[src/rtl/eexfer_pkg.sv]
package eexfer_pkg;

  localparam int DEV_W  = 7;
  localparam int BYTE_W = 8;

  typedef enum logic [2:0] {
    OP_NONE    = 3'd0,
    OP_START   = 3'd1,
    OP_WRITE   = 3'd2,
    OP_RD_ACK  = 3'd3,
    OP_RD_NACK = 3'd4,
    OP_STOP    = 3'd5,
    OP_RESET   = 3'd6
  } eng_op_e;

  typedef enum logic [1:0] {
    EV_STARTED = 2'd0,
    EV_SENT    = 2'd1,
    EV_RCVD    = 2'd2,
    EV_FAULT   = 2'd3
  } eng_ev_e;

  typedef enum logic [1:0] {
    ST_IDLE  = 2'd0,
    ST_ISSUE = 2'd1,
    ST_WAIT  = 2'd2,
    ST_FETCH = 2'd3
  } seq_state_e;

endpackage

[src/rtl/eexfer_byte_cnt.sv]
module eexfer_byte_cnt #(
  parameter int LEN_W = 8
) (
  input  logic             clk,
  input  logic             rst_n,
  input  logic             load,
  input  logic [LEN_W-1:0] len_in,
  input  logic             clr,
  input  logic             inc,
  output logic             at_end,
  output logic             last_one,
  output logic             last_two
);
  localparam int CW = LEN_W + 1;
  localparam logic [CW-1:0] FULL = CW'(1) << LEN_W;

  logic [CW-1:0] total_q, total_d;
  logic [CW-1:0] cnt_q, cnt_d;

  always_comb begin
    total_d = total_q;
    cnt_d   = cnt_q;
    if (load) begin
      total_d = (len_in == '0) ? FULL : {1'b0, len_in};
      cnt_d   = '0;
    end else if (clr) begin
      cnt_d = '0;
    end else if (inc) begin
      cnt_d = cnt_q + CW'(1);
    end
  end

  always_ff @(posedge clk or negedge rst_n) begin
    if (!rst_n) begin
      total_q <= CW'(1);
      cnt_q   <= '0;
    end else begin
      total_q <= total_d;
      cnt_q   <= cnt_d;
    end
  end

  assign at_end   = (cnt_q == total_q);
  assign last_one = ((cnt_q + CW'(1)) == total_q);
  assign last_two = ((cnt_q + CW'(2)) == total_q);

  // the byte counter never runs past the requested total
  assert_cnt_bound_R8: assert property (@(posedge clk) disable iff (!rst_n)
    cnt_q <= total_q);

endmodule

[src/rtl/eexfer_poll_ctr.sv]
module eexfer_poll_ctr #(
  parameter int MAX_POLL = 8
) (
  input  logic clk,
  input  logic rst_n,
  input  logic clr,
  input  logic inc,
  output logic spent
);
  localparam int PW = $clog2(MAX_POLL + 1);
  localparam logic [PW-1:0] LIMIT = PW'(MAX_POLL);

  logic [PW-1:0] cnt_q, cnt_d;

  always_comb begin
    cnt_d = cnt_q;
    if (clr) begin
      cnt_d = '0;
    end else if (inc && (cnt_q != LIMIT)) begin
      cnt_d = cnt_q + PW'(1);
    end
  end

  always_ff @(posedge clk or negedge rst_n) begin
    if (!rst_n) begin
      cnt_q <= '0;
    end else begin
      cnt_q <= cnt_d;
    end
  end

  assign spent = (cnt_q == LIMIT);

  // retries stay within the configured budget
  assert_poll_cap_R9: assert property (@(posedge clk) disable iff (!rst_n)
    cnt_q <= LIMIT);

endmodule

[src/rtl/eexfer_ctrl.sv]
module eexfer_ctrl
  import eexfer_pkg::*;
#(
  parameter int LEN_W = 8
) (
  input  logic              clk,
  input  logic              rst_n,
  input  logic              req_valid,
  input  logic [DEV_W-1:0]  req_dev,
  input  logic [BYTE_W-1:0] req_word,
  input  logic              req_read,
  input  logic              req_send_word,
  input  logic              req_rand_read,
  input  logic              req_poll,
  output logic              busy,
  output logic              done,
  output logic              error,
  input  logic [BYTE_W-1:0] wr_data,
  input  logic              wr_valid,
  output logic              wr_ready,
  output logic [BYTE_W-1:0] rd_data,
  output logic              rd_valid,
  output logic              eng_cmd_valid,
  output logic [2:0]        eng_cmd_op,
  output logic [BYTE_W-1:0] eng_cmd_data,
  input  logic              eng_sts_valid,
  input  logic [1:0]        eng_sts_code,
  input  logic              eng_sts_ack,
  input  logic [BYTE_W-1:0] eng_sts_data,
  output logic              cnt_load,
  output logic              cnt_clr,
  output logic              cnt_inc,
  input  logic              cnt_at_end,
  input  logic              cnt_last_one,
  input  logic              cnt_last_two,
  output logic              poll_clr,
  output logic              poll_inc,
  input  logic              poll_spent
);

  seq_state_e        state_q, state_d;
  eng_op_e           op_q, op_d;
  logic [BYTE_W-1:0] dat_q, dat_d;
  logic [DEV_W-1:0]  dev_q, dev_d;
  logic [BYTE_W-1:0] word_q, word_d;
  logic              rw_q, rw_d;
  logic              wsend_q, wsend_d;
  logic              rand_q, rand_d;
  logic              poll_q, poll_d;
  logic              restart_q, restart_d;
  logic              final_q, final_d;
  logic              err_q, err_d;
  logic              done_q, done_d;
  logic              rdv_q, rdv_d;
  logic [BYTE_W-1:0] rdd_q, rdd_d;
  logic              take_req;
  logic              sts_in_wait;

  assign take_req    = (state_q == ST_IDLE) && req_valid;
  assign sts_in_wait = (state_q == ST_WAIT) && eng_sts_valid;

  always_comb begin
    state_d   = state_q;
    op_d      = op_q;
    dat_d     = dat_q;
    dev_d     = dev_q;
    word_d    = word_q;
    rw_d      = rw_q;
    wsend_d   = wsend_q;
    rand_d    = rand_q;
    poll_d    = poll_q;
    restart_d = restart_q;
    final_d   = final_q;
    err_d     = err_q;
    done_d    = 1'b0;
    rdv_d     = 1'b0;
    rdd_d     = rdd_q;
    cnt_load  = 1'b0;
    cnt_clr   = 1'b0;
    cnt_inc   = 1'b0;
    poll_clr  = 1'b0;
    poll_inc  = 1'b0;
    wr_ready  = 1'b0;

    unique case (state_q)
      ST_IDLE: begin
        if (take_req) begin
          dev_d     = req_dev;
          word_d    = req_word;
          rw_d      = req_read & ~req_rand_read;
          wsend_d   = req_send_word | req_rand_read;
          rand_d    = req_rand_read;
          poll_d    = req_poll;
          restart_d = 1'b0;
          final_d   = 1'b0;
          err_d     = 1'b0;
          cnt_load  = 1'b1;
          poll_clr  = 1'b1;
          op_d      = OP_START;
          state_d   = ST_ISSUE;
        end
      end

      ST_ISSUE: begin
        if (final_q) begin
          state_d = ST_IDLE;
          done_d  = 1'b1;
          if (op_q == OP_RESET) err_d = 1'b1;
        end else begin
          state_d = ST_WAIT;
        end
      end

      ST_WAIT: begin
        if (eng_sts_valid) begin
          state_d = ST_ISSUE;
          unique case (eng_ev_e'(eng_sts_code))
            EV_STARTED: begin
              op_d    = OP_WRITE;
              dat_d   = {dev_q, rw_q};
              cnt_clr = 1'b1;
            end
            EV_SENT: begin
              if (eng_sts_ack) begin
                if (restart_q) begin
                  restart_d = 1'b0;
                  op_d      = OP_START;
                end else if (wsend_q) begin
                  wsend_d = 1'b0;
                  op_d    = OP_WRITE;
                  dat_d   = word_q;
                  if (rand_q) begin
                    restart_d = 1'b1;
                    rw_d      = 1'b1;
                  end
                end else if (!rw_q) begin
                  if (cnt_at_end) begin
                    op_d    = OP_STOP;
                    final_d = 1'b1;
                  end else begin
                    state_d = ST_FETCH;
                  end
                end else begin
                  op_d = cnt_last_one ? OP_RD_NACK : OP_RD_ACK;
                end
              end else if (poll_q && !poll_spent) begin
                poll_inc = 1'b1;
                op_d     = OP_START;
              end else begin
                op_d    = OP_RESET;
                final_d = 1'b1;
              end
            end
            EV_RCVD: begin
              rdv_d   = 1'b1;
              rdd_d   = eng_sts_data;
              cnt_inc = 1'b1;
              if (cnt_last_one) begin
                op_d    = OP_STOP;
                final_d = 1'b1;
              end else begin
                op_d = cnt_last_two ? OP_RD_NACK : OP_RD_ACK;
              end
            end
            default: begin
              op_d    = OP_RESET;
              final_d = 1'b1;
            end
          endcase
        end
      end

      ST_FETCH: begin
        wr_ready = 1'b1;
        if (wr_valid) begin
          op_d    = OP_WRITE;
          dat_d   = wr_data;
          cnt_inc = 1'b1;
          state_d = ST_ISSUE;
        end
      end

      default: state_d = ST_IDLE;
    endcase
  end

  always_ff @(posedge clk or negedge rst_n) begin
    if (!rst_n) begin
      state_q   <= ST_IDLE;
      op_q      <= OP_NONE;
      dat_q     <= '0;
      dev_q     <= '0;
      word_q    <= '0;
      rw_q      <= 1'b0;
      wsend_q   <= 1'b0;
      rand_q    <= 1'b0;
      poll_q    <= 1'b0;
      restart_q <= 1'b0;
      final_q   <= 1'b0;
      err_q     <= 1'b0;
      done_q    <= 1'b0;
      rdv_q     <= 1'b0;
      rdd_q     <= '0;
    end else begin
      state_q   <= state_d;
      op_q      <= op_d;
      dat_q     <= dat_d;
      dev_q     <= dev_d;
      word_q    <= word_d;
      rw_q      <= rw_d;
      wsend_q   <= wsend_d;
      rand_q    <= rand_d;
      poll_q    <= poll_d;
      restart_q <= restart_d;
      final_q   <= final_d;
      err_q     <= err_d;
      done_q    <= done_d;
      rdv_q     <= rdv_d;
      rdd_q     <= rdd_d;
    end
  end

  assign busy          = (state_q != ST_IDLE);
  assign done          = done_q;
  assign error         = err_q;
  assign rd_valid      = rdv_q;
  assign rd_data       = rdd_q;
  assign eng_cmd_valid = (state_q == ST_ISSUE);
  assign eng_cmd_op    = op_q;
  assign eng_cmd_data  = dat_q;

  // busy only rises right after a request strobe
  assert_busy_rise_R2: assert property (@(posedge clk) disable iff (!rst_n)
    $rose(busy) |-> $past(req_valid));

  // a START-sent event is followed by the address byte write
  assert_addr_byte_R3: assert property (@(posedge clk) disable iff (!rst_n)
    $past(sts_in_wait && (eng_sts_code == EV_STARTED))
      |-> eng_cmd_valid && (eng_cmd_op == OP_WRITE) && (eng_cmd_data[7:1] == dev_q));

  // done comes with busy already low, and only at the end of a transfer
  assert_done_idle_R6: assert property (@(posedge clk) disable iff (!rst_n)
    done |-> !busy && $past(busy));

  // every read strobe follows a received-byte event
  assert_rd_src_R7: assert property (@(posedge clk) disable iff (!rst_n)
    rd_valid |-> $past(eng_sts_valid && (eng_sts_code == EV_RCVD)));

  // error only rises right after a RESET command
  assert_err_reset_R10: assert property (@(posedge clk) disable iff (!rst_n)
    $rose(error) |-> $past(eng_cmd_valid && (eng_cmd_op == OP_RESET)));

  // error only clears when a new request is taken
  assert_err_clear_R11: assert property (@(posedge clk) disable iff (!rst_n)
    $fell(error) |-> $past(req_valid && !busy));

  // command strobe lasts one cycle
  assert_cmd_strobe_R12: assert property (@(posedge clk) disable iff (!rst_n)
    eng_cmd_valid |=> !eng_cmd_valid);

endmodule

[src/rtl/eeprom_xfer_seq.sv]
module eeprom_xfer_seq
  import eexfer_pkg::*;
#(
  parameter int LEN_W    = 8,
  parameter int MAX_POLL = 8
) (
  input  logic             clk,
  input  logic             rst_n,
  input  logic             req_valid,
  input  logic [6:0]       req_dev,
  input  logic [7:0]       req_word,
  input  logic             req_read,
  input  logic [LEN_W-1:0] req_len,
  input  logic             req_send_word,
  input  logic             req_rand_read,
  input  logic             req_poll,
  output logic             busy,
  output logic             done,
  output logic             error,
  input  logic [7:0]       wr_data,
  input  logic             wr_valid,
  output logic             wr_ready,
  output logic [7:0]       rd_data,
  output logic             rd_valid,
  output logic             eng_cmd_valid,
  output logic [2:0]       eng_cmd_op,
  output logic [7:0]       eng_cmd_data,
  input  logic             eng_sts_valid,
  input  logic [1:0]       eng_sts_code,
  input  logic             eng_sts_ack,
  input  logic [7:0]       eng_sts_data
);

  logic rst_meta_q, rst_sync_q;
  logic cnt_load, cnt_clr, cnt_inc;
  logic cnt_at_end, cnt_last_one, cnt_last_two;
  logic poll_clr, poll_inc, poll_spent;

  always_ff @(posedge clk or negedge rst_n) begin
    if (!rst_n) begin
      rst_meta_q <= 1'b0;
      rst_sync_q <= 1'b0;
    end else begin
      rst_meta_q <= 1'b1;
      rst_sync_q <= rst_meta_q;
    end
  end

  eexfer_ctrl #(.LEN_W(LEN_W)) u_ctrl (
    .clk           (clk),
    .rst_n         (rst_sync_q),
    .req_valid     (req_valid),
    .req_dev       (req_dev),
    .req_word      (req_word),
    .req_read      (req_read),
    .req_send_word (req_send_word),
    .req_rand_read (req_rand_read),
    .req_poll      (req_poll),
    .busy          (busy),
    .done          (done),
    .error         (error),
    .wr_data       (wr_data),
    .wr_valid      (wr_valid),
    .wr_ready      (wr_ready),
    .rd_data       (rd_data),
    .rd_valid      (rd_valid),
    .eng_cmd_valid (eng_cmd_valid),
    .eng_cmd_op    (eng_cmd_op),
    .eng_cmd_data  (eng_cmd_data),
    .eng_sts_valid (eng_sts_valid),
    .eng_sts_code  (eng_sts_code),
    .eng_sts_ack   (eng_sts_ack),
    .eng_sts_data  (eng_sts_data),
    .cnt_load      (cnt_load),
    .cnt_clr       (cnt_clr),
    .cnt_inc       (cnt_inc),
    .cnt_at_end    (cnt_at_end),
    .cnt_last_one  (cnt_last_one),
    .cnt_last_two  (cnt_last_two),
    .poll_clr      (poll_clr),
    .poll_inc      (poll_inc),
    .poll_spent    (poll_spent)
  );

  eexfer_byte_cnt #(.LEN_W(LEN_W)) u_cnt (
    .clk      (clk),
    .rst_n    (rst_sync_q),
    .load     (cnt_load),
    .len_in   (req_len),
    .clr      (cnt_clr),
    .inc      (cnt_inc),
    .at_end   (cnt_at_end),
    .last_one (cnt_last_one),
    .last_two (cnt_last_two)
  );

  eexfer_poll_ctr #(.MAX_POLL(MAX_POLL)) u_poll (
    .clk   (clk),
    .rst_n (rst_sync_q),
    .clr   (poll_clr),
    .inc   (poll_inc),
    .spent (poll_spent)
  );

endmodule

[config.mk]
export PLATFORM = sky130hd
export DESIGN_NAME = eeprom_xfer_seq
export DESIGN_NICKNAME = d
export VERILOG_FILES = /design/src/rtl/eexfer_pkg.sv /design/src/rtl/eexfer_byte_cnt.sv /design/src/rtl/eexfer_poll_ctr.sv /design/src/rtl/eexfer_ctrl.sv /design/src/rtl/eeprom_xfer_seq.sv
export SDC_FILE = /design/constraint.sdc
export NUM_CORES = 1
export LEC_CHECK = 0
export ABC_AREA = 0
export BUFFER_PORTS_ARGS = -buffer_cell sky130_fd_sc_hd__buf_4
export CAP_MARGIN = 20
export CORE_MARGIN = 2
export CORE_UTILIZATION = 45
export DETAILED_ROUTE_END_ITERATION = 10
export PLACE_DENSITY_LB_ADDON = 0.12
export SKIP_CTS_REPAIR_TIMING = 1
export SLEW_MARGIN = 25
export SYNTH_ARGS = -nofsm -noshare
export SYNTH_HDL_FRONTEND = slang
export SYNTH_SLANG_ARGS = --single-unit
[constraint.sdc]
create_clock -name clk -period 3.21 [get_ports clk]
set_clock_uncertainty 0.15 [all_clocks]
set_input_delay 0.1605 -clock clk [delete_from_list [all_inputs] [get_ports clk]]
set_output_delay 0.1605 -clock clk [all_outputs]
set_load 0.02 [all_outputs]
# == Yosys cells after proc, flatten, opt, wreduce, memory -nomap -nowiden ==
# Index checks and enable logic that the tools add are counted.
# W data, S select, Z words.
# word_totals
wordCells,174
in_bits,51
out_inout_bits,25
regBits,69
# op_classes
eq_ne,33
add_sub_neg,3
mux,91
bitwise_logic,3
reduce_logical,24
# ops
operator,count
$mux W1,46
$mux W8,5
$mux W3,12
$mux W9,4
$pmux W8 S2,2
$eq A9 B9 Y1,3
$ne A4 B4 Y1 const B,6
$mux W2,10
$pmux W3 S3,2
$ne A2 B2 Y1 const B,6
$pmux W1 S2,6
$ne A2 B1 Y1 const B,5
$reduce_and A10 Y1,1
$reduce_and A5 Y1,2
$reduce_bool A2 Y1,5
$add A9 B1 Y9 const B,1
$add A9 B2 Y9 const B,1
$ne A3 B3 Y1 const B,3
$logic_not A8 Y1,1
$mux W4,2
$pmux W2 S4,1
$reduce_and A8 Y1,1
$ne A7 B4 Y1 const B,1
$reduce_and A7 Y1,1
other kinds (18),27

# == Logic depth before layout (Yosys ltp) ==
# Gate-level depths: netlist of run 1.
# logic_depth
ltp_word,11
mapped_depth,9
ltp_nobuf,8

# == Modules after synthesis ==
# From an unflattened synthesis of run 1, not the netlist that was laid out.
# unflattened
hier_cells,359
area_unflattened_um2,3812.4
# modules_own_cells
mod,area_each_um2,seq_area_each_um2,cells_each,n_inst
eexfer_ctrl,2272.2,1126.1,196,1
eexfer_byte_cnt,1253.7,451.7,136,1
eexfer_poll_ctr,232.7,100.1,24,1
eeprom_xfer_seq,53.8,50.0,3,1

# == Least setup slack after synthesis of run 1 ==
# OpenSTA, ideal clock, no wires.
# synth_timing
path_kind,register -> register
from,reg u_ctrl.state_q[0]
to,"reg u_ctrl.op_q[2], in the netlist u_ctrl.eng_cmd_op[2]"
stages_incl_launch_ff,8
arrival_time_ns,2.117
period_less_slack_ns,2.394
setup_ns,0.126
n_path_buf,0
path_slack_ns,0.816
t_required_ns,2.934
cell_sequence,dfrtp_1 -> ha_1 -> nor2b_1 -> a221oi_2 -> nand2b_1 -> a21oi_4 -> mux2_4 -> a311o_1
# synth_via
elab_chain_len,4
word_cells_on_any_way,11
cone_classes,eq/ne: 6; mux: 1; reduce/logical: 4
# synth_rtl
element,line_no,source
start: declaration,eexfer_ctrl.sv:41,"seq_state_e state_q, state_d;"
start signal: assignment,eexfer_ctrl.sv:205,state_q <= state_d;
"parallel branches: the longest is 4 deep, another holds $ne A7 B4 Y1",-,
end signal: assignment,eexfer_ctrl.sv:206,op_q <= op_d;
end: declaration,eexfer_ctrl.sv:42,"eng_op_e op_q, op_d;"
# Several ways; the timed one is not identified.
# A chain may end at the register's enable or synchronous reset.

# == Final worst setup path of run 1 ==
# Ends and elaborated chain as after synthesis.

==> results of run 1 <==
[path summary, 6_finish.rpt]
check                      slack (ns)                            endpoint  depth (start not counted)                           from
max in group asynchronous        2.04        u_cnt.total_q[0]$_DFFE_PN1P_                          1           rst_sync_q$_DFF_PN0_
min in group asynchronous        0.09       u_ctrl.rd_data[2]$_DFFE_PN0P_                          0           rst_sync_q$_DFF_PN0_
min reg2reg                      0.09       u_ctrl.rd_data[2]$_DFFE_PN0P_                          0           rst_sync_q$_DFF_PN0_
min                             0.007  u_ctrl.eng_cmd_data[6]$_DFFE_PN0P_                          4                     wr_data[6]
max                              0.56    u_ctrl.eng_cmd_op[2]$_DFFE_PN0P_                          7  u_ctrl.state_q[0]$_DFFE_PN0P_
max reg2reg                      0.56    u_ctrl.eng_cmd_op[2]$_DFFE_PN0P_                          7  u_ctrl.state_q[0]$_DFFE_PN0P_
[area by class of cell]
class	count	area share, %
well taps	105	2.62
clock buffers	9	2.47
flip-flops and latches	69	34.5
inverters	14	1.05
clock inverters	7	1.12
repair buffers	120	19.8
multi-input cells	260	38.4
[routing by layer]
metal	wire [um]	part of all wire (%)	track usage, %
met2	4190	47	31.3
met1	4010	45	27.2
met4	140	1.6	6.55
met5	0	0	0
met3	550	6.2	5.61
[logic make-up (layout without fill, tap and decap cells)]
family	Yosys count	after routing
compound gates	64	64
xor+xnor	27	27
fa+ha+maj	9	9
buf+inv	28	150
flops	69	69
mux	59	59
other cells	1	1
simple gates	100	100
[sequential cells by signal, indices dropped and copies added (netlist names), 2 cells and up]
signal,count
u_cnt.cnt_q,9
u_cnt.total_q,9
u_ctrl.eng_cmd_data,8
u_ctrl.rd_data,8
u_ctrl.word_q,8
u_ctrl.dev_q,7
u_poll.cnt_q,4
u_ctrl.eng_cmd_op,3
u_ctrl.state_q,2
[worst max-delay path, stage by stage, from the launching register on]
cell and delay (ns):
dfrtp_1 0.40, inv_1 0.09, ha_1 0.39, a221oi_2 0.51
nand2b_1 0.16, a21oi_4 0.19, mux2_4 0.32, a311o_1 0.32
[cells in the final DEF, fill, tap and decap left out, types with 5 or more instances in the layout]
cell           count
ha_1               9
clkbuf_8           9
nor4_1             5
xnor2_1           15
nand3_1            7
nor3_1             6
inv_1             13
nor2_1            23
nand2_1           32
mux2_2            41
a21oi_1           20
mux2i_1           17
buf_4             82
o21ai_0           23
dlygate4sd3_1     38
xor2_1            12
dfrtp_1           67
[report_power, final]
| part | leakage [nW] | internal (W) | switching, W |
|---|---|---|---|
| clock | 0.0906 | 0.000290 | 0.000371 |
| sequential | 0.864 | 0.00118 | 0.000237 |
| combinational | 1.27 | 0.000764 | 0.000753 |
[per-stage QoR]
step / hold slack (ns) / cells
after CTS: -0.577 / 546
after global placement: -0.207 / 530
after detailed placement: -0.206 / 530
after floorplan: -0.285 / 357
final: 0.00652 / 584
after global routing: 0.0161 / 584
==> results.cfg, run 1 <==
[yosys]
synth-edff-count = 0
synthTopCellsByArea = dfrtp_1 45%, mux2_2 12%, mux2i_1 4.5%
syn-num-nets = 417
ys_ff_latch = 69
async_reset_ff_share_pct = 100
synth_top_cell_area_share_pct = 45.0
synth-xor-area-share_pct = 6.26
synth_top_family_by_area = multiplexers
synth_top_flop_cell = dfrtp_1
syn_inst = 357
synth.largest_area_cell = dfrtp_1
synth_compound_area_share_pct = 10.9
synth_fa_ha_area_share_pct = 2.98
netlist_top_cells_count = 68 x dfrtp_1, 41 x mux2_2, 32 x nand2_1
yosys.area_share.simple_pct = 13.7
synthMuxAreaShare_pct = 17.1
yosysSeqAreaShare_pct = 45.7
synth_cell_type_count = 52
synth_most_common_cell = dfrtp_1
avgSynthCellArea_um2 = 10.6
syn_area_mm2 = 0.00378
yosysWarnings = 0

[floorplanning]
die_area_mm2 = 0.00915
start_util_pct = 46.2
die_h_um = 95.7
row_count = 33
ios = 76
fp.coreArea_mm2 = 0.00818
die_w_um = 95.7

[grt]
grt.total_usage_pct = 20.1
grt_pass1_vias = 2896
grt_max_degree = 28
overflow = 0
grt_pass1_wl_mm = 14.2
antenna_found_initial = 0

[cells_and_area]
utilization_pct = 61.4
seq_area_mm2 = 0.00173
finalNetCount = 534
multiInputGateArea_mm2 = 0.00193
syn2layout_area_growth_pct = 32.8
antenna_cells = 0
fill_cells = 687
drive_gt1_share_pct = 32.2
stdcell_area_mm2 = 0.00502

[worst_setup_path]
crit_arrival_ns = 2.72
start_kind = register
worstPathRequired_ns = 3.28
end_kind = register
critPathMaxFanout = 15
critPathKind = reg -> reg

[sta]
hold_violations = 0
timing.final.ws_setup_ns = 0.557
min_period_over_period_pct = 82.7
fin_setup_tns_ns = 0
fin_crit_ns = 2.65
setup_viol = 0
tightest_slew_ns = 0.842
rsz0062_at_grt = no
maxSlewViolCount = 0
max-slew-margin-rel_pct = 43.9
max_freq_ghz = 0.377

[route]
first_pass_iters = 4
drt-total-wl_mm = 8.89
viasPerCell = 5.22
dr.first_iter.drc_count = 147
ant_nets = 0
drc = 0
wl_per_cell_um = 15.2
dr_total_vias = 3047

[hold_path]
min_path_type = in -> reg

[cts]
cts_tree = done
numCtsBuffers = 9
htree_levels = 3
clock_latency_ns = 0.34
clock_path_buffers = 2
cts_root_buffer = clkbuf_8
cts_sinks = 69
cts.clk_slew.worst_paths_ns = 0.08

[power]
p_total_w = 0.00359
power_density_mw_per_mm2 = 716
leakage_nw = 2.22
peakVddDrop_v = 0.000442

[run_status]
status = completed

[placed_design]
pre_cts_slack_ns = 0.614
gp_congestion = 0.892
place_area_mm2 = 0.00446
detailed_place_hpwl_mm = 6.27
port-buffer-count = 75

[flow_run]
drv_cap = 0
Note: power is estimated with default switching activity, not from simulation.
==> inputs of run 2 (changes only) <==
--- a/config.mk
+++ b/config.mk
@@ -5,7 +5,7 @@
 export SDC_FILE = /design/constraint.sdc
 export NUM_CORES = 1
 export LEC_CHECK = 0
-export ABC_AREA = 0
+export ABC_AREA = 1
 export BUFFER_PORTS_ARGS = -buffer_cell sky130_fd_sc_hd__buf_4
 export CAP_MARGIN = 20
 export CORE_MARGIN = 2
==> constraint.sdc (replaced) <==
create_clock -name clk -period 2.5 [get_ports clk]
set_clock_uncertainty 0.15 [all_clocks]
set_input_delay 0.125 -clock clk [delete_from_list [all_inputs] [get_ports clk]]
set_output_delay 0.125 -clock clk [all_outputs]
set_load 0.02 [all_outputs]
==> results.cfg, run 2 <==
[run_status]
status = complete, but fails checks
violations = negative hold slack

[yosys]
synth-edff-count = 0
syn-num-nets = 571
netlist_top_cells_count = 177 x nand2_1, 68 x dfrtp_1, 65 x inv_1
synth_cell_type_count = 38
yosysSeqAreaShare_pct = 45.2
ys_ff_latch = 69
syn_area_mm2 = 0.00382
synthTopCellsByArea = dfrtp_1 45%, nand2_1 17%, inv_1 6.4%
synth.largest_area_cell = dfrtp_1
async_reset_ff_share_pct = 100
synth_most_common_cell = nand2_1
synth_top_cell_area_share_pct = 44.5
yosysWarnings = 0
syn_inst = 511
synth_top_flop_cell = dfrtp_1
avgSynthCellArea_um2 = 7.48

[sta]
max-slew-margin-rel_pct = 58.6
max_freq_ghz = 0.441
fin_crit_ns = 2.27
setup_viol = 0
tightest_slew_ns = 0.621
timing.final.ws_setup_ns = 0.230
maxSlewViolCount = 0
rsz0062_at_grt = no
hold_violations = 1
min_period_over_period_pct = 90.8
fin_setup_tns_ns = 0
whs_ns = -0.000984

[placed_design]
port-buffer-count = 75
pre_cts_slack_ns = 0.219
gp_congestion = 0.969
detailed_place_hpwl_mm = 6.95

[floorplanning]
die_h_um = 96.1
start_util_pct = 46.5
die_w_um = 96.1
die_area_mm2 = 0.00924
row_count = 33
ios = 76
fp.coreArea_mm2 = 0.00822

[hold_path]
min_to = u_ctrl.eng_cmd_op[2]$_DFFE_PN0P_
hp-start = eng_sts_code[0]
min_path_cells = 5
min_path_type = in -> reg

[power]
power_density_mw_per_mm2 = 1000
peakVddDrop_v = 0.000568
leakage_nw = 2.64
p_total_w = 0.00525

[cts]
cts_root_buffer = clkbuf_8
cts.clk_slew.worst_paths_ns = 0.08
cts_sinks = 69
cts_tree = done
clock_latency_ns = 0.35
htree_levels = 3
clock_path_buffers = 2
numCtsBuffers = 9

[worst_setup_path]
critPathMaxFanout = 7
max_stage_delay_ns = 0.42
start_kind = register
crit_path_cell_trace = inv_1, ha_1, inv_1, or2_2, nand2_1, inv_1, nand3_1, a21oi_1, o21ai_0, a211oi_1, a21oi_1
reg2reg_depth = 11
rrSetupSlack_ns = 0.23
r2r-end = u_ctrl.rw_q$_DFFE_PN0P_
critPathKind = reg -> reg
path_common_cell = inv_1
end_kind = register
crit_arrival_ns = 2.35
r2r_start = u_ctrl.state_q[0]$_DFFE_PN0P_
slowest_stage = dfrtp_1
worstPathRequired_ns = 2.58

[route]
dr.first_iter.drc_count = 166
dr_total_vias = 3685
wl_per_cell_um = 13.2
first_pass_iters = 5
viasPerCell = 4.90
drt-total-wl_mm = 9.96
ant_nets = 0
drc = 0

[cells_and_area]
final_common_cell = nand2_1
drive_gt1_share_pct = 18.7
syn2layout_area_growth_pct = 36.9
finalNetCount = 702
most-common-layout-cells = 177 x nand2_1, 82 x buf_4, 67 x dfrtp_1
reg_top3 = u_cnt.cnt_q x9, u_cnt.total_q x9
antenna_cells = 0

[grt]
overflow = 0
grt_pass1_wl_mm = 15.4
grt_pass1_vias = 3271
grt.total_usage_pct = 21.7
antenna_found_initial = 0
grt_max_degree = 45

[flow_run]
drv_cap = 0
run 2: cell types whose count changed after synthesis, moves of 6 or more:
cell | previous run | this run
nand2_1 | 32 | 177
inv_1 | 13 | 65
mux2_2 | 41 | 0
mux2i_1 | 17 | 0
nor2_1 | 23 | 38
o21ai_0 | 23 | 38
xnor2_1 | 15 | 0
nand3_1 | 7 | 21
a31oi_1 | 1 | 9
a21oi_1 | 20 | 13
o211ai_1 | 2 | 8
run 2: critical path, delay by kind of cell (launching register included):
kind | cells | cell delay (ns)
compound gates | 4 | 0.65
flops | 1 | 0.42
simple gates | 3 | 0.34
buf+inv | 3 | 0.30
fa+ha+maj | 1 | 0.29
run 2: where the power goes:
group          internal (W)  switching, W
clock              0.000495      0.000462
combinational      0.000983       0.00148
sequential          0.00155      0.000281
total               0.00303       0.00222
run 2: area by class of cell:
class                           count  area (um^2)
Clock buffer                       10          138
Clock inverter                      6         71.3
Fill cell                         729         2990
Inverter                           68          255
Multi-Input combinational cell    364         1790
Sequential cell                    69         1730
Tap cell                          105          131
Timing Repair Buffer              130         1120
run 2: per-layer routing:
metal / global-route usage [%] / share of wire, %
met4: 8.21 / 1.5
met2: 32.2 / 46
met3: 3.99 / 5.2
met5: 0 / 0
met1: 31.6 / 47
run 2: how the worst max path moves through the flow:
stage | start | cells after the start | end
after floorplan | rst_sync_q$_DFF_PN0_ | 0 | u_cnt.cnt_q[0]$_DFFE_PN0P_
after global placement | u_ctrl.state_q[0]$_DFFE_PN0P_ | 11 | u_ctrl.rw_q$_DFFE_PN0P_
after detailed placement | u_ctrl.state_q[0]$_DFFE_PN0P_ | 7 | u_ctrl.eng_cmd_data[3]$_DFFE_PN0P_
after CTS | u_ctrl.state_q[0]$_DFFE_PN0P_ | 7 | u_ctrl.eng_cmd_data[3]$_DFFE_PN0P_
after global routing | u_ctrl.state_q[0]$_DFFE_PN0P_ | 11 | u_ctrl.rw_q$_DFFE_PN0P_
final | u_ctrl.state_q[0]$_DFFE_PN0P_ | 11 | u_ctrl.rw_q$_DFFE_PN0P_
run 2: cell families (layout without fill, tap and decap cells):
logic type      after synthesis  count (layout)  synth area share [%]
fa+ha+maj                     9               9                  2.95
compound gates               77              77                  11.5
other cells                   1               1                0.0982
simple gates                270             270                  30.7
xor+xnor                      7               7                  1.61
flops                        69              69                  45.2
buf+inv                      78             214                  7.93
run 2: stage by stage:
| stage | hold slack, ns | cell area (um^2) | instances | util, % |
|---|---|---|---|---|
| floorplan | -0.321 | 3820 | 511 | - |
| global placement | -0.243 | 4540 | 689 | 55.3 |
| CTS | -0.626 | 4750 | 705 | 57.8 |
| global route | 0.0219 | 5230 | 752 | 63.7 |
| finish | -0.000984 | 5230 | 752 | 63.7 |
| detailed placement | -0.241 | 4540 | 689 | 55.3 |
==> inputs of run 3 (changes only) <==
--- a/config.mk
+++ b/config.mk
@@ -9,7 +9,7 @@
 export BUFFER_PORTS_ARGS = -buffer_cell sky130_fd_sc_hd__buf_4
 export CAP_MARGIN = 20
 export CORE_MARGIN = 2
-export CORE_UTILIZATION = 45
+export CORE_UTILIZATION = 55
 export DETAILED_ROUTE_END_ITERATION = 10
 export PLACE_DENSITY_LB_ADDON = 0.12
 export SKIP_CTS_REPAIR_TIMING = 1
==> results.cfg, run 3 (same netlist as run 2, synthesis figures left out) <==
[run_status]
status = complete, but fails checks
violations = negative hold slack

[route]
viasPerCell = 5.27
first_pass_iters = 6
wl_per_cell_um = 14.7
ant_nets = 0
drt-total-wl_mm = 10.6
dr.first_iter.drc_count = 235
dr_total_vias = 3823
drc = 0

[cts]
cts.clk_slew.worst_paths_ns = 0.08
clock_latency_ns = 0.35
htree_levels = 3
cts_root_buffer = clkbuf_8
cts_tree = done
numCtsBuffers = 9
clock_path_buffers = 2
cts_sinks = 69

[grt]
grt.total_usage_pct = 24.8
grt_max_degree = 45
antenna_found_initial = 0
grt_pass1_vias = 3241
overflow = 0
grt_pass1_wl_mm = 14.8

[floorplanning]
ios = 76
row_count = 30
die_area_mm2 = 0.00763
die_w_um = 87.3
start_util_pct = 56.5
die_h_um = 87.3
fp.coreArea_mm2 = 0.00676

[cells_and_area]
antenna_cells = 0
syn2layout_area_growth_pct = 34.9
final_common_cell = nand2_1
finalNetCount = 701
drive_gt1_share_pct = 18.4
most-common-layout-cells = 177 x nand2_1, 83 x buf_4, 67 x dfrtp_1
reg_top3 = u_cnt.cnt_q x9, u_cnt.total_q x9

[sta]
max-slew-margin-rel_pct = 64.9
tightest_slew_ns = 0.527
setup_viol = 0
min_period_over_period_pct = 88.2
hold_violations = 1
fin_setup_tns_ns = 0
fin_crit_ns = 2.21
rsz0062_at_grt = no
timing.final.ws_setup_ns = 0.294
whs_ns = -0.00508
maxSlewViolCount = 0
max_freq_ghz = 0.453

[worst_setup_path]
crit_arrival_ns = 2.29
start_kind = register
critPathMaxFanout = 10
end_kind = register
critPathKind = reg -> reg
worstPathRequired_ns = 2.58

[power]
leakage_nw = 2.62
power_density_mw_per_mm2 = 1020
peakVddDrop_v = 0.000701

[placed_design]
port-buffer-count = 75
pre_cts_slack_ns = 0.361
gp_congestion = 0.966
detailed_place_hpwl_mm = 6.86

[hold_path]
min_path_type = in -> reg

[flow_run]
drv_cap = 0
## run 3: where the power goes
part	leakage (nW)	switching, W	internal (W)
clock network	0.0895	0.000474	0.000468
registers	0.865	0.000307	0.00155
logic	1.67	0.00152	0.000951
total	2.62	0.00230	0.00297
## run 3: worst paths after layout
| kind | from | end | slack [ns] | depth (start not counted) |
|---|---|---|---|---|
| max | u_ctrl.state_q[0]$_DFFE_PN0P_ | u_cnt.cnt_q[8]$_DFFE_PN0P_ | 0.29 | 10 |
| min | eng_sts_code[0] | u_ctrl.eng_cmd_op[2]$_DFFE_PN0P_ | -0.005 | 5 |
| max reg2reg | u_ctrl.state_q[0]$_DFFE_PN0P_ | u_cnt.cnt_q[8]$_DFFE_PN0P_ | 0.29 | 10 |
| min reg2reg | rst_sync_q$_DFF_PN0_ | u_ctrl.word_q[4]$_DFFE_PN0P_ | 0.10 | 0 |
| max in group asynchronous | rst_sync_q$_DFF_PN0_ | u_cnt.total_q[0]$_DFFE_PN1P_ | 1.36 | 1 |
| min in group asynchronous | rst_sync_q$_DFF_PN0_ | u_ctrl.word_q[4]$_DFFE_PN0P_ | 0.10 | 0 |
## run 3: area by class of cell
cell class,count,area (um^2)
inverter,68,255
clock inverter,6,70.1
multi-input combinational,364,1790
sequential,69,1730
fill,463,1600
timing repair buffer,129,1080
tap,80,100
clock buffer,10,128
## run 3: critical path, stage by stage, from the launching register on
cell     delay, ns
dfrtp_1       0.44
inv_1         0.11
ha_1          0.22
nand2_1       0.09
nor2_1        0.18
nand2_2       0.20
o21ai_2       0.18
inv_1         0.14
nor2_1        0.15
xor2_1        0.17
nor2_1        0.06
## run 3: through the flow
stage	utilization, %	total power (W)	cell area, um^2	std cells
finish	76.3	0.00527	5150	726
detailed placement	66.6	0.00418	4500	664
global placement	66.6	0.00414	4500	664
global route	76.3	0.00564	5150	726
CTS	69.5	0.00513	4690	680
floorplan	-	0.00341	3820	511
## run 3: layer usage
| layer | track usage (%) | up-vias | share of wire, % |
|---|---|---|---|
| li1 | - | 1886 | - |
| met1 | 35.7 | 1752 | 44 |
| met2 | 37.0 | 166 | 49 |
| met3 | 5.59 | 19 | 5.9 |
| met4 | 8.53 | 0 | 1.5 |
| met5 | 0 | - | 0 |
